--- src/rtl/scw_pkg.sv ---
package scw_pkg;

  typedef enum logic [3:0] {
    ST_IDLE,
    ST_LIM_W,
    ST_LIM_H,
    ST_TRIAL,
    ST_ALT_W,
    ST_EM_CTRL,
    ST_EM_POS,
    ST_EM_SIZE,
    ST_OFF_CTRL,
    ST_OFF_SIZE
  } calc_state_t;

  typedef enum logic [1:0] {
    KIND_CTRL = 2'd0,
    KIND_POS  = 2'd1,
    KIND_SIZE = 2'd2
  } word_kind_t;

  localparam int unsigned RATIO_FULL   = 299;
  localparam int unsigned RATIO_NARROW = 199;
  localparam int unsigned RATIO_DEN    = 100;
  localparam int unsigned WIDE_SRC     = 2048;

  localparam int unsigned BIT_ENABLE   = 31;
  localparam int unsigned BIT_EXT_MODE = 28;
  localparam int unsigned BIT_FILT_MED = 23;
  localparam int unsigned PSEL_LSB     = 29;

endpackage

--- src/rtl/scw_div.sv ---
module scw_div #(
  parameter int unsigned NUM_W = 32,
  parameter int unsigned DEN_W = 16
) (
  input  logic             clk,
  input  logic             rst_n,
  input  logic             start_i,
  input  logic [NUM_W-1:0] num_i,
  input  logic [DEN_W-1:0] den_i,
  output logic             busy_o,
  output logic             done_o,
  output logic [NUM_W-1:0] quot_o
);
  localparam int unsigned CNT_W = $clog2(NUM_W + 1);
  localparam int unsigned CHK_W = NUM_W + DEN_W;

  logic [NUM_W-1:0] acc_q, acc_n, num_q, num_n;
  logic [DEN_W-1:0] rem_q, rem_n, den_q, den_n;
  logic [CNT_W-1:0] cnt_q, cnt_n;
  logic             busy_q, busy_n, done_q, done_n;
  logic [DEN_W:0]   shifted, diff;
  logic             fits;

  assign shifted = {rem_q, acc_q[NUM_W-1]};
  assign diff    = shifted - {1'b0, den_q};
  assign fits    = shifted >= {1'b0, den_q};

  always_comb begin
    acc_n  = acc_q;
    num_n  = num_q;
    rem_n  = rem_q;
    den_n  = den_q;
    cnt_n  = cnt_q;
    busy_n = busy_q;
    done_n = 1'b0;
    if (start_i && !busy_q) begin
      acc_n  = num_i;
      num_n  = num_i;
      rem_n  = '0;
      den_n  = den_i;
      cnt_n  = CNT_W'(NUM_W);
      busy_n = 1'b1;
    end else if (busy_q) begin
      acc_n = {acc_q[NUM_W-2:0], fits};
      rem_n = fits ? diff[DEN_W-1:0] : shifted[DEN_W-1:0];
      cnt_n = cnt_q - 1'b1;
      if (cnt_q == CNT_W'(1)) begin
        busy_n = 1'b0;
        done_n = 1'b1;
      end
    end
  end

  always_ff @(posedge clk or negedge rst_n) begin
    if (!rst_n) begin
      acc_q  <= '0;
      num_q  <= '0;
      rem_q  <= '0;
      den_q  <= '0;
      cnt_q  <= '0;
      busy_q <= 1'b0;
      done_q <= 1'b0;
    end else begin
      acc_q  <= acc_n;
      num_q  <= num_n;
      rem_q  <= rem_n;
      den_q  <= den_n;
      cnt_q  <= cnt_n;
      busy_q <= busy_n;
      done_q <= done_n;
    end
  end

  assign busy_o = busy_q;
  assign done_o = done_q;
  assign quot_o = acc_q;


  div_exact_chk: assert property (@(posedge clk) disable iff (!rst_n)
    done_q |-> (CHK_W'(acc_q) * CHK_W'(den_q) + CHK_W'(rem_q) == CHK_W'(num_q))
               && (rem_q < den_q));


  div_pulse_chk: assert property (@(posedge clk) disable iff (!rst_n)
    done_q |=> !done_q);

endmodule

--- src/rtl/scw_opsel.sv ---
module scw_opsel
  import scw_pkg::*;
#(
  parameter int unsigned DIM_W = 16,
  localparam int unsigned NUM_W = 2 * DIM_W
) (
  input  calc_state_t      state_i,
  input  logic             narrow_i,
  input  logic [DIM_W-1:0] src_w_i,
  input  logic [DIM_W-1:0] src_h_i,
  input  logic [DIM_W-1:0] max_w_i,
  input  logic [DIM_W-1:0] max_h_i,
  output logic [NUM_W-1:0] num_o,
  output logic [DIM_W-1:0] den_o
);
  logic [NUM_W-1:0] ratio_v;

  assign ratio_v = narrow_i ? NUM_W'(RATIO_NARROW) : NUM_W'(RATIO_FULL);

  always_comb begin
    num_o = '0;
    den_o = DIM_W'(1);
    unique case (state_i)
      ST_LIM_W: begin
        num_o = NUM_W'(src_w_i) * NUM_W'(RATIO_FULL);
        den_o = DIM_W'(RATIO_DEN);
      end
      ST_LIM_H: begin
        num_o = NUM_W'(src_h_i) * ratio_v;
        den_o = DIM_W'(RATIO_DEN);
      end
      ST_TRIAL: begin
        num_o = NUM_W'(max_w_i) * NUM_W'(src_h_i);
        den_o = src_w_i;
      end
      ST_ALT_W: begin
        num_o = NUM_W'(max_h_i) * NUM_W'(src_w_i);
        den_o = src_h_i;
      end
      default: ;
    endcase
  end

endmodule

--- src/rtl/scw_pack.sv ---
module scw_pack
  import scw_pkg::*;
#(
  parameter int unsigned DIM_W = 16,
  localparam int unsigned WORD_W = 2 * DIM_W
) (
  input  logic              pipe_mode_i,
  input  logic              has_second_i,
  input  logic              pipe_sel_en_i,
  input  logic [1:0]        pipe_idx_i,
  input  logic [DIM_W-1:0]  vis_w_i,
  input  logic [DIM_W-1:0]  vis_h_i,
  input  logic [DIM_W-1:0]  win_w_i,
  input  logic [DIM_W-1:0]  win_h_i,
  output logic [WORD_W-1:0] ctrl_o,
  output logic [WORD_W-1:0] pos_o,
  output logic [WORD_W-1:0] size_o
);
  logic [DIM_W-1:0] off_x, off_y;

  always_comb begin
    ctrl_o = '0;
    ctrl_o[BIT_ENABLE] = 1'b1;
    if (pipe_mode_i) begin
      ctrl_o[BIT_EXT_MODE] = has_second_i;
    end else begin
      ctrl_o[BIT_FILT_MED] = 1'b1;
      if (pipe_sel_en_i) ctrl_o[PSEL_LSB +: 2] = pipe_idx_i;
    end
  end

  assign off_x  = (vis_w_i - win_w_i) >> 1;
  assign off_y  = (vis_h_i - win_h_i) >> 1;
  assign pos_o  = {off_x, off_y};
  assign size_o = {win_w_i, win_h_i};

endmodule

--- src/rtl/scaler_window_calc.sv ---
module scaler_window_calc
  import scw_pkg::*;
#(
  parameter int unsigned DIM_W = 16,
  localparam int unsigned WORD_W = 2 * DIM_W,
  localparam int unsigned NUM_W  = 2 * DIM_W
) (
  input  logic              clk,
  input  logic              rst_n,
  input  logic              start_i,
  input  logic              off_i,
  input  logic              pipe_mode_i,
  input  logic              has_second_i,
  input  logic              pipe_sel_en_i,
  input  logic [1:0]        pipe_idx_i,
  input  logic [DIM_W-1:0]  src_w_i,
  input  logic [DIM_W-1:0]  src_h_i,
  input  logic [DIM_W-1:0]  vis_w_i,
  input  logic [DIM_W-1:0]  vis_h_i,
  output logic              busy_o,
  output logic              done_o,
  output logic              bypass_o,
  output logic              err_o,
  output logic              word_valid_o,
  output logic [1:0]        word_kind_o,
  output logic [WORD_W-1:0] word_o
);
  calc_state_t      state_q, state_n;
  logic             pipe_q, pipe_n, has2_q, has2_n, psel_q, psel_n;
  logic [1:0]       idx_q, idx_n;
  logic [DIM_W-1:0] sw_q, sw_n, sh_q, sh_n, vw_q, vw_n, vh_q, vh_n;
  logic [DIM_W-1:0] mw_q, mw_n, mh_q, mh_n, ww_q, ww_n, wh_q, wh_n;
  logic             launched_q, launched_n;
  logic             done_q, done_n, byp_q, byp_n, err_q, err_n, wv_q, wv_n;
  logic [1:0]       kind_q, kind_n;
  logic [WORD_W-1:0] word_q, word_n;

  logic             div_start, div_busy, div_done, narrow;
  logic [NUM_W-1:0] div_num, div_q;
  logic [DIM_W-1:0] div_den;
  logic [WORD_W-1:0] ctrl_w, pos_w, size_w;
  logic             in_div;

  assign narrow = !has2_q && (sw_q > DIM_W'(WIDE_SRC));
  assign in_div = (state_q == ST_LIM_W) || (state_q == ST_LIM_H) ||
                  (state_q == ST_TRIAL) || (state_q == ST_ALT_W);

  scw_opsel #(.DIM_W(DIM_W)) u_opsel (
    .state_i (state_q), .narrow_i(narrow),
    .src_w_i (sw_q),    .src_h_i (sh_q),
    .max_w_i (mw_q),    .max_h_i (mh_q),
    .num_o   (div_num), .den_o   (div_den)
  );

  scw_div #(.NUM_W(NUM_W), .DEN_W(DIM_W)) u_div (
    .clk    (clk),      .rst_n (rst_n),
    .start_i(div_start), .num_i(div_num), .den_i(div_den),
    .busy_o (div_busy), .done_o(div_done), .quot_o(div_q)
  );

  scw_pack #(.DIM_W(DIM_W)) u_pack (
    .pipe_mode_i  (pipe_q), .has_second_i(has2_q),
    .pipe_sel_en_i(psel_q), .pipe_idx_i  (idx_q),
    .vis_w_i      (vw_q),   .vis_h_i     (vh_q),
    .win_w_i      (ww_q),   .win_h_i     (wh_q),
    .ctrl_o       (ctrl_w), .pos_o       (pos_w), .size_o(size_w)
  );

  always_comb begin
    state_n = state_q;
    pipe_n = pipe_q; has2_n = has2_q; psel_n = psel_q; idx_n = idx_q;
    sw_n = sw_q; sh_n = sh_q; vw_n = vw_q; vh_n = vh_q;
    mw_n = mw_q; mh_n = mh_q; ww_n = ww_q; wh_n = wh_q;
    launched_n = launched_q;
    byp_n = byp_q; err_n = err_q;
    done_n = 1'b0; wv_n = 1'b0; kind_n = kind_q; word_n = word_q;
    div_start = 1'b0;

    if (in_div) begin
      if (!launched_q && !div_busy) begin
        div_start  = 1'b1;
        launched_n = 1'b1;
      end
    end

    unique case (state_q)
      ST_IDLE: begin
        if (start_i) begin
          pipe_n = pipe_mode_i; has2_n = has_second_i;
          psel_n = pipe_sel_en_i; idx_n = pipe_idx_i;
          sw_n = src_w_i; sh_n = src_h_i; vw_n = vis_w_i; vh_n = vis_h_i;
          mw_n = vis_w_i; mh_n = vis_h_i;
          byp_n = 1'b0; err_n = 1'b0;
          if (src_w_i == '0 || src_h_i == '0) begin
            err_n = 1'b1; done_n = 1'b1;
          end else if (src_w_i == vis_w_i && src_h_i == vis_h_i) begin
            byp_n = 1'b1; done_n = 1'b1;
          end else begin
            state_n = pipe_mode_i ? ST_LIM_W : ST_TRIAL;
          end
        end else if (off_i) begin
          byp_n = 1'b0; err_n = 1'b0;
          state_n = ST_OFF_CTRL;
        end
      end
      ST_LIM_W: if (launched_q && div_done) begin
        launched_n = 1'b0;
        mw_n = (div_q < NUM_W'(vw_q)) ? div_q[DIM_W-1:0] : vw_q;
        state_n = ST_LIM_H;
      end
      ST_LIM_H: if (launched_q && div_done) begin
        launched_n = 1'b0;
        mh_n = (div_q < NUM_W'(vh_q)) ? div_q[DIM_W-1:0] : vh_q;
        state_n = ST_TRIAL;
      end
      ST_TRIAL: if (launched_q && div_done) begin
        launched_n = 1'b0;
        if (div_q <= NUM_W'(mh_q)) begin
          ww_n = mw_q; wh_n = div_q[DIM_W-1:0];
          state_n = ST_EM_CTRL;
        end else begin
          wh_n = mh_q;
          state_n = ST_ALT_W;
        end
      end
      ST_ALT_W: if (launched_q && div_done) begin
        launched_n = 1'b0;
        ww_n = (div_q < NUM_W'(mw_q)) ? div_q[DIM_W-1:0] : mw_q;
        state_n = ST_EM_CTRL;
      end
      ST_EM_CTRL: begin
        wv_n = 1'b1; kind_n = KIND_CTRL; word_n = ctrl_w; state_n = ST_EM_POS;
      end
      ST_EM_POS: begin
        wv_n = 1'b1; kind_n = KIND_POS; word_n = pos_w; state_n = ST_EM_SIZE;
      end
      ST_EM_SIZE: begin
        wv_n = 1'b1; kind_n = KIND_SIZE; word_n = size_w;
        done_n = 1'b1; state_n = ST_IDLE;
      end
      ST_OFF_CTRL: begin
        wv_n = 1'b1; kind_n = KIND_CTRL; word_n = '0; state_n = ST_OFF_SIZE;
      end
      ST_OFF_SIZE: begin
        wv_n = 1'b1; kind_n = KIND_SIZE; word_n = '0;
        done_n = 1'b1; state_n = ST_IDLE;
      end
      default: state_n = ST_IDLE;
    endcase
  end

  always_ff @(posedge clk or negedge rst_n) begin
    if (!rst_n) begin
      state_q <= ST_IDLE;
      pipe_q <= 1'b0; has2_q <= 1'b0; psel_q <= 1'b0; idx_q <= '0;
      sw_q <= '0; sh_q <= '0; vw_q <= '0; vh_q <= '0;
      mw_q <= '0; mh_q <= '0; ww_q <= '0; wh_q <= '0;
      launched_q <= 1'b0;
      done_q <= 1'b0; byp_q <= 1'b0; err_q <= 1'b0; wv_q <= 1'b0;
      kind_q <= '0; word_q <= '0;
    end else begin
      state_q <= state_n;
      pipe_q <= pipe_n; has2_q <= has2_n; psel_q <= psel_n; idx_q <= idx_n;
      sw_q <= sw_n; sh_q <= sh_n; vw_q <= vw_n; vh_q <= vh_n;
      mw_q <= mw_n; mh_q <= mh_n; ww_q <= ww_n; wh_q <= wh_n;
      launched_q <= launched_n;
      done_q <= done_n; byp_q <= byp_n; err_q <= err_n; wv_q <= wv_n;
      kind_q <= kind_n; word_q <= word_n;
    end
  end

  assign busy_o       = (state_q != ST_IDLE);
  assign done_o       = done_q;
  assign bypass_o     = byp_q;
  assign err_o        = err_q;
  assign word_valid_o = wv_q;
  assign word_kind_o  = kind_q;
  assign word_o       = word_q;


  pos_after_ctrl_chk: assert property (@(posedge clk) disable iff (!rst_n)
    (wv_q && kind_q == KIND_POS) |-> $past(wv_q && kind_q == KIND_CTRL));


  size_ends_chk: assert property (@(posedge clk) disable iff (!rst_n)
    (wv_q && kind_q == KIND_SIZE) |-> (done_q && $past(wv_q)));


  win_fits_chk: assert property (@(posedge clk) disable iff (!rst_n)
    (wv_q && kind_q == KIND_SIZE && word_q != '0) |->
      (word_q[WORD_W-1:DIM_W] <= vw_q && word_q[DIM_W-1:0] <= vh_q));


  off_pair_chk: assert property (@(posedge clk) disable iff (!rst_n)
    (wv_q && kind_q == KIND_CTRL && word_q == '0) |=>
      (wv_q && kind_q == KIND_SIZE && word_q == '0));


  err_silent_chk: assert property (@(posedge clk) disable iff (!rst_n)
    err_q |-> !wv_q);


  bypass_silent_chk: assert property (@(posedge clk) disable iff (!rst_n)
    byp_q |-> !wv_q);


  nonzero_div_chk: assert property (@(posedge clk) disable iff (!rst_n)
    div_start |-> (div_den != '0));

endmodule

--- config.mk ---
export PLATFORM = sky130hd
export DESIGN_NAME = scaler_window_calc
export DESIGN_NICKNAME = d
export VERILOG_FILES = /design/src/rtl/scw_pkg.sv /design/src/rtl/scw_div.sv /design/src/rtl/scw_opsel.sv /design/src/rtl/scw_pack.sv /design/src/rtl/scaler_window_calc.sv
export SDC_FILE = /design/constraint.sdc
export NUM_CORES = 2
export LEC_CHECK = 0
export BUFFER_PORTS_ARGS = -buffer_cell sky130_fd_sc_hd__buf_4
export CAP_MARGIN = 20
export CORE_MARGIN = 1.5
export CORE_UTILIZATION = 35
export CTS_CLUSTER_SIZE = 25
export DETAILED_ROUTE_END_ITERATION = 10
export GPL_TIMING_DRIVEN = 0
export PLACE_DENSITY_LB_ADDON = 0.08
export SYNTH_ARGS = -nofsm -noshare
export SYNTH_HDL_FRONTEND = slang
export SYNTH_SLANG_ARGS = --single-unit
--- constraint.sdc ---
create_clock -name clk -period 8.4 [get_ports clk]
set_input_delay 2.52 -clock clk [delete_from_list [all_inputs] [get_ports clk]]
set_output_delay 2.52 -clock clk [all_outputs]
set_load 0.03 [all_outputs]
==> metrics <==
Critical Path End Type=register; Syn Inst Count=~4400; hold crit path type=reg2reg; Crit path largest cell delay=slightly below 0.8 ns; H-tree levels=2; Simple-Gate Fraction of Synth Area=0.139; largest net degree at the start of global routing=97; worst slew pin tran=around 1.1 ns; critical path type=reg2reg; Hold Vio Cnt, Final=0; M1 WL=67.0 mm; layout cells sized above 1=0.0565; Synth Flop Type=dfrtp_1; total wire length=149 mm; fraction of registers with async set/reset=1.00; Starting DRT DRC Count=2369; CP most frequent cell=fa_1; Initial Util=0.353; max_cap viols=0; Slowest-stage cell, CP=clkbuf_1; post-synthesis register bit count=248; largest family of logic cells by synthesized area=adder cells; Worst Skew=between 0.02 and 0.03 ns; Mean Syn Cell Area=~9 sq um; post-synthesis mux area share=0.0261; hold_buf cts=0; met2 WL post-DR=slightly below 70 mm; CTS clock-pin slew for the worst setup and hold paths=0.06 ns; Clock Latency Late Sink=about 0.58 ns; CTS sink cnt=248; worst relative slew slack=0.240; CTS tree=yes; final hold slack=0.472 ns; IO Pins=112; Port Buffers=111; worst path bufs/invs=5; vias in the first global route=between 30000 and 40000; Post-Synth Adder-Cell Area=0.411; xor/xnor share of the synthesized area=0.0373; CTS max path bufs=3; Detailed Routing Iterations Pass 1=5; # rows=121; area delta synth->final=10.5%; min-delay src=psel_q; Pins Over Slew Limit=0; Top delay family on crit path=adder cells; min cycle time layout=between 8 and 9 ns; CP Data Required Time=8.83 ns; GPL Wtd Cong=0.904; critical path arrival=8.53 ns; mapped cell area=38500 sq um; antenna cells=0; antenna-violating nets left=0; Die Wd=about 330 um; Final #Nets=5606; detailed placer's ending HPWL=122 mm; Core Region=109000 sq um; DR vias=between 30000 and 40000; Max Used Layer=met5; crit path from=mh_q[13]; part of the cycle the worst path needs=0.965; die area=~110000 sq um; reg2reg start=mh_q[13]; Vias/cell=5.32; worst-path fanout max=10; startpoint types=register; final-report setup violation count=0; status=finished clean; max frequency=0.123 GHz; Total Routing Usage GR=0.269; YS warnings=0; Root Buffer=clkbuf_16; Post-synth EDFFs=0; crit path cell chain=clkbuf_1 > clkbuf_1 > nand2_1 > fa_1 > fa_1 > fa_1 > inv_1 > fa_1 > fa_1 > inv_1 > fa_1 > inv_1 > ha_1 > nand4_1 > a21oi_1 > o21ai_2 > a21oi_2 > a211o_1 > a221o_1 > o31ai_2 > xnor2_1 > o221ai_1; Die H=335 um; register area share after synthesis=0.161; GR Overflow Total=0; DR WL/cell=24.9 um; first-pass GRT wire length=222 mm; post-synth cell types=79; RSZ-0062 raised after global routing=yes; WL met3=7.70 mm; initial antenna violation count=6; number of remaining DRC errors=0; CTS buffer count=36; compound-gate portion of the synthesized area=0.132
-- metal layers --
layer  GRT usage  vias to the layer above
li1            -                    14713
met1       0.369                    16210
met2       0.439                      816
met3      0.0310                      196
met4      0.0899                        2
met5           0                        -
-- stage by stage --
| stage | area, sq um | std cells | setup TNS [ns] | worst slack, ns | utilization |
|---|---|---|---|---|---|
| after floorplan | 38500 | 4406 | 0 | 1.63 | - |
| after global routing | 42500 | 6001 | -0.0451 | -0.0451 | 0.390 |
| after CTS | 42500 | 6000 | 0 | 0.00953 | 0.390 |
| final | 42500 | 6001 | 0 | 0.293 | 0.390 |
| after global placement | 41100 | 5931 | -14.87 | -1.29 | 0.377 |
| after detailed placement | 41200 | 5937 | -0.689 | -0.279 | 0.378 |
-- repair_timing --
item,in CTS,in global routing
pin swaps,0,0
buffers inserted,0,0
setup endpoints to repair,8,14
hold endpoints to repair,0,0
gates resized for setup,2,26
cloned,0,0
-- cells in the final DEF, fill, tap and decap left out, drive strengths merged, types with 26 or more instances in the layout --
cell type,synthesis,final
a211oi,32,32
a21o,65,65
a21oi,166,166
a22oi,35,35
a31oi,34,34
and2,130,130
and3,27,27
buf,27,144
clkbuf,172,221
dfrtp,248,248
fa,489,489
ha,482,482
inv,744,748
mux2i,96,96
nand2,570,570
nand2b,29,29
nand3,32,32
nand4,27,27
nor2,228,228
nor3,49,49
o211ai,26,26
o21ai,220,220
o22ai,38,38
xnor2,96,96
xor2,68,68
-- cell usage after synthesis (96+ instances only) --
library cell,number,area share
mux2i_1,96,0.025
o21ai_0,179,0.023
ha_1,482,0.16
clkbuf_1,172,0.017
nand2_1,570,0.056
dfrtp_1,248,0.16
xnor2_1,96,0.022
nor2_1,228,0.022
and2_1,130,0.021
fa_1,489,0.25
inv_1,741,0.072
a21oi_1,164,0.021
-- final timing paths --
| check | endpoint | slack, ns | cells past startpoint |
|---|---|---|---|
| setup reg to reg | u_div.quot_o[31] | 0.29 | 22 |
| min in group asynchronous | word_o[26] | 1.90 | 1 |
| hold reg to reg | psel_q | 0.47 | 2 |
| max in group asynchronous | u_div.cnt_q[4] | 4.94 | 3 |
| hold / removal | psel_q | 0.47 | 2 |
| setup / recovery | u_div.quot_o[31] | 0.29 | 22 |
-- cell families (layout without fill, tap and decap cells) --
group           after synthesis  in the layout
simple gates               1187           1187
buf+inv                     953           1134
fa+ha+maj                   971            971
flops                       248            248
xor+xnor                    164            164
other cells                   1              2
mux                         100            100
compound gates              781            781
-- worst register-to-register path, stage by stage, from the launching register on --
cell	delay (ns)
dfrtp_1	0.32
clkbuf_1	0.78
clkbuf_1	0.59
nand2_1	0.17
fa_1	0.53
fa_1	0.53
fa_1	0.54
inv_1	0.06
fa_1	0.48
fa_1	0.49
inv_1	0.05
fa_1	0.50
inv_1	0.05
ha_1	0.42
nand4_1	0.26
a21oi_1	0.22
o21ai_2	0.09
a21oi_2	0.51
a211o_1	0.30
a221o_1	0.23
o31ai_2	0.08
xnor2_1	0.57
o221ai_1	0.19
-- cell type report --
cell class	instances	area, sq um
buffer	199	785
clock buffer	49	1030
clock inverter	14	243
fill	11302	66500
inverter	754	2850
multi-input combinational	3205	28700
sequential	248	6210
tap	1414	1770
timing repair buffer	118	942
Power is not shown: default switching activity piles up to over one toggle a cycle in this logic, so the estimate is an artifact.
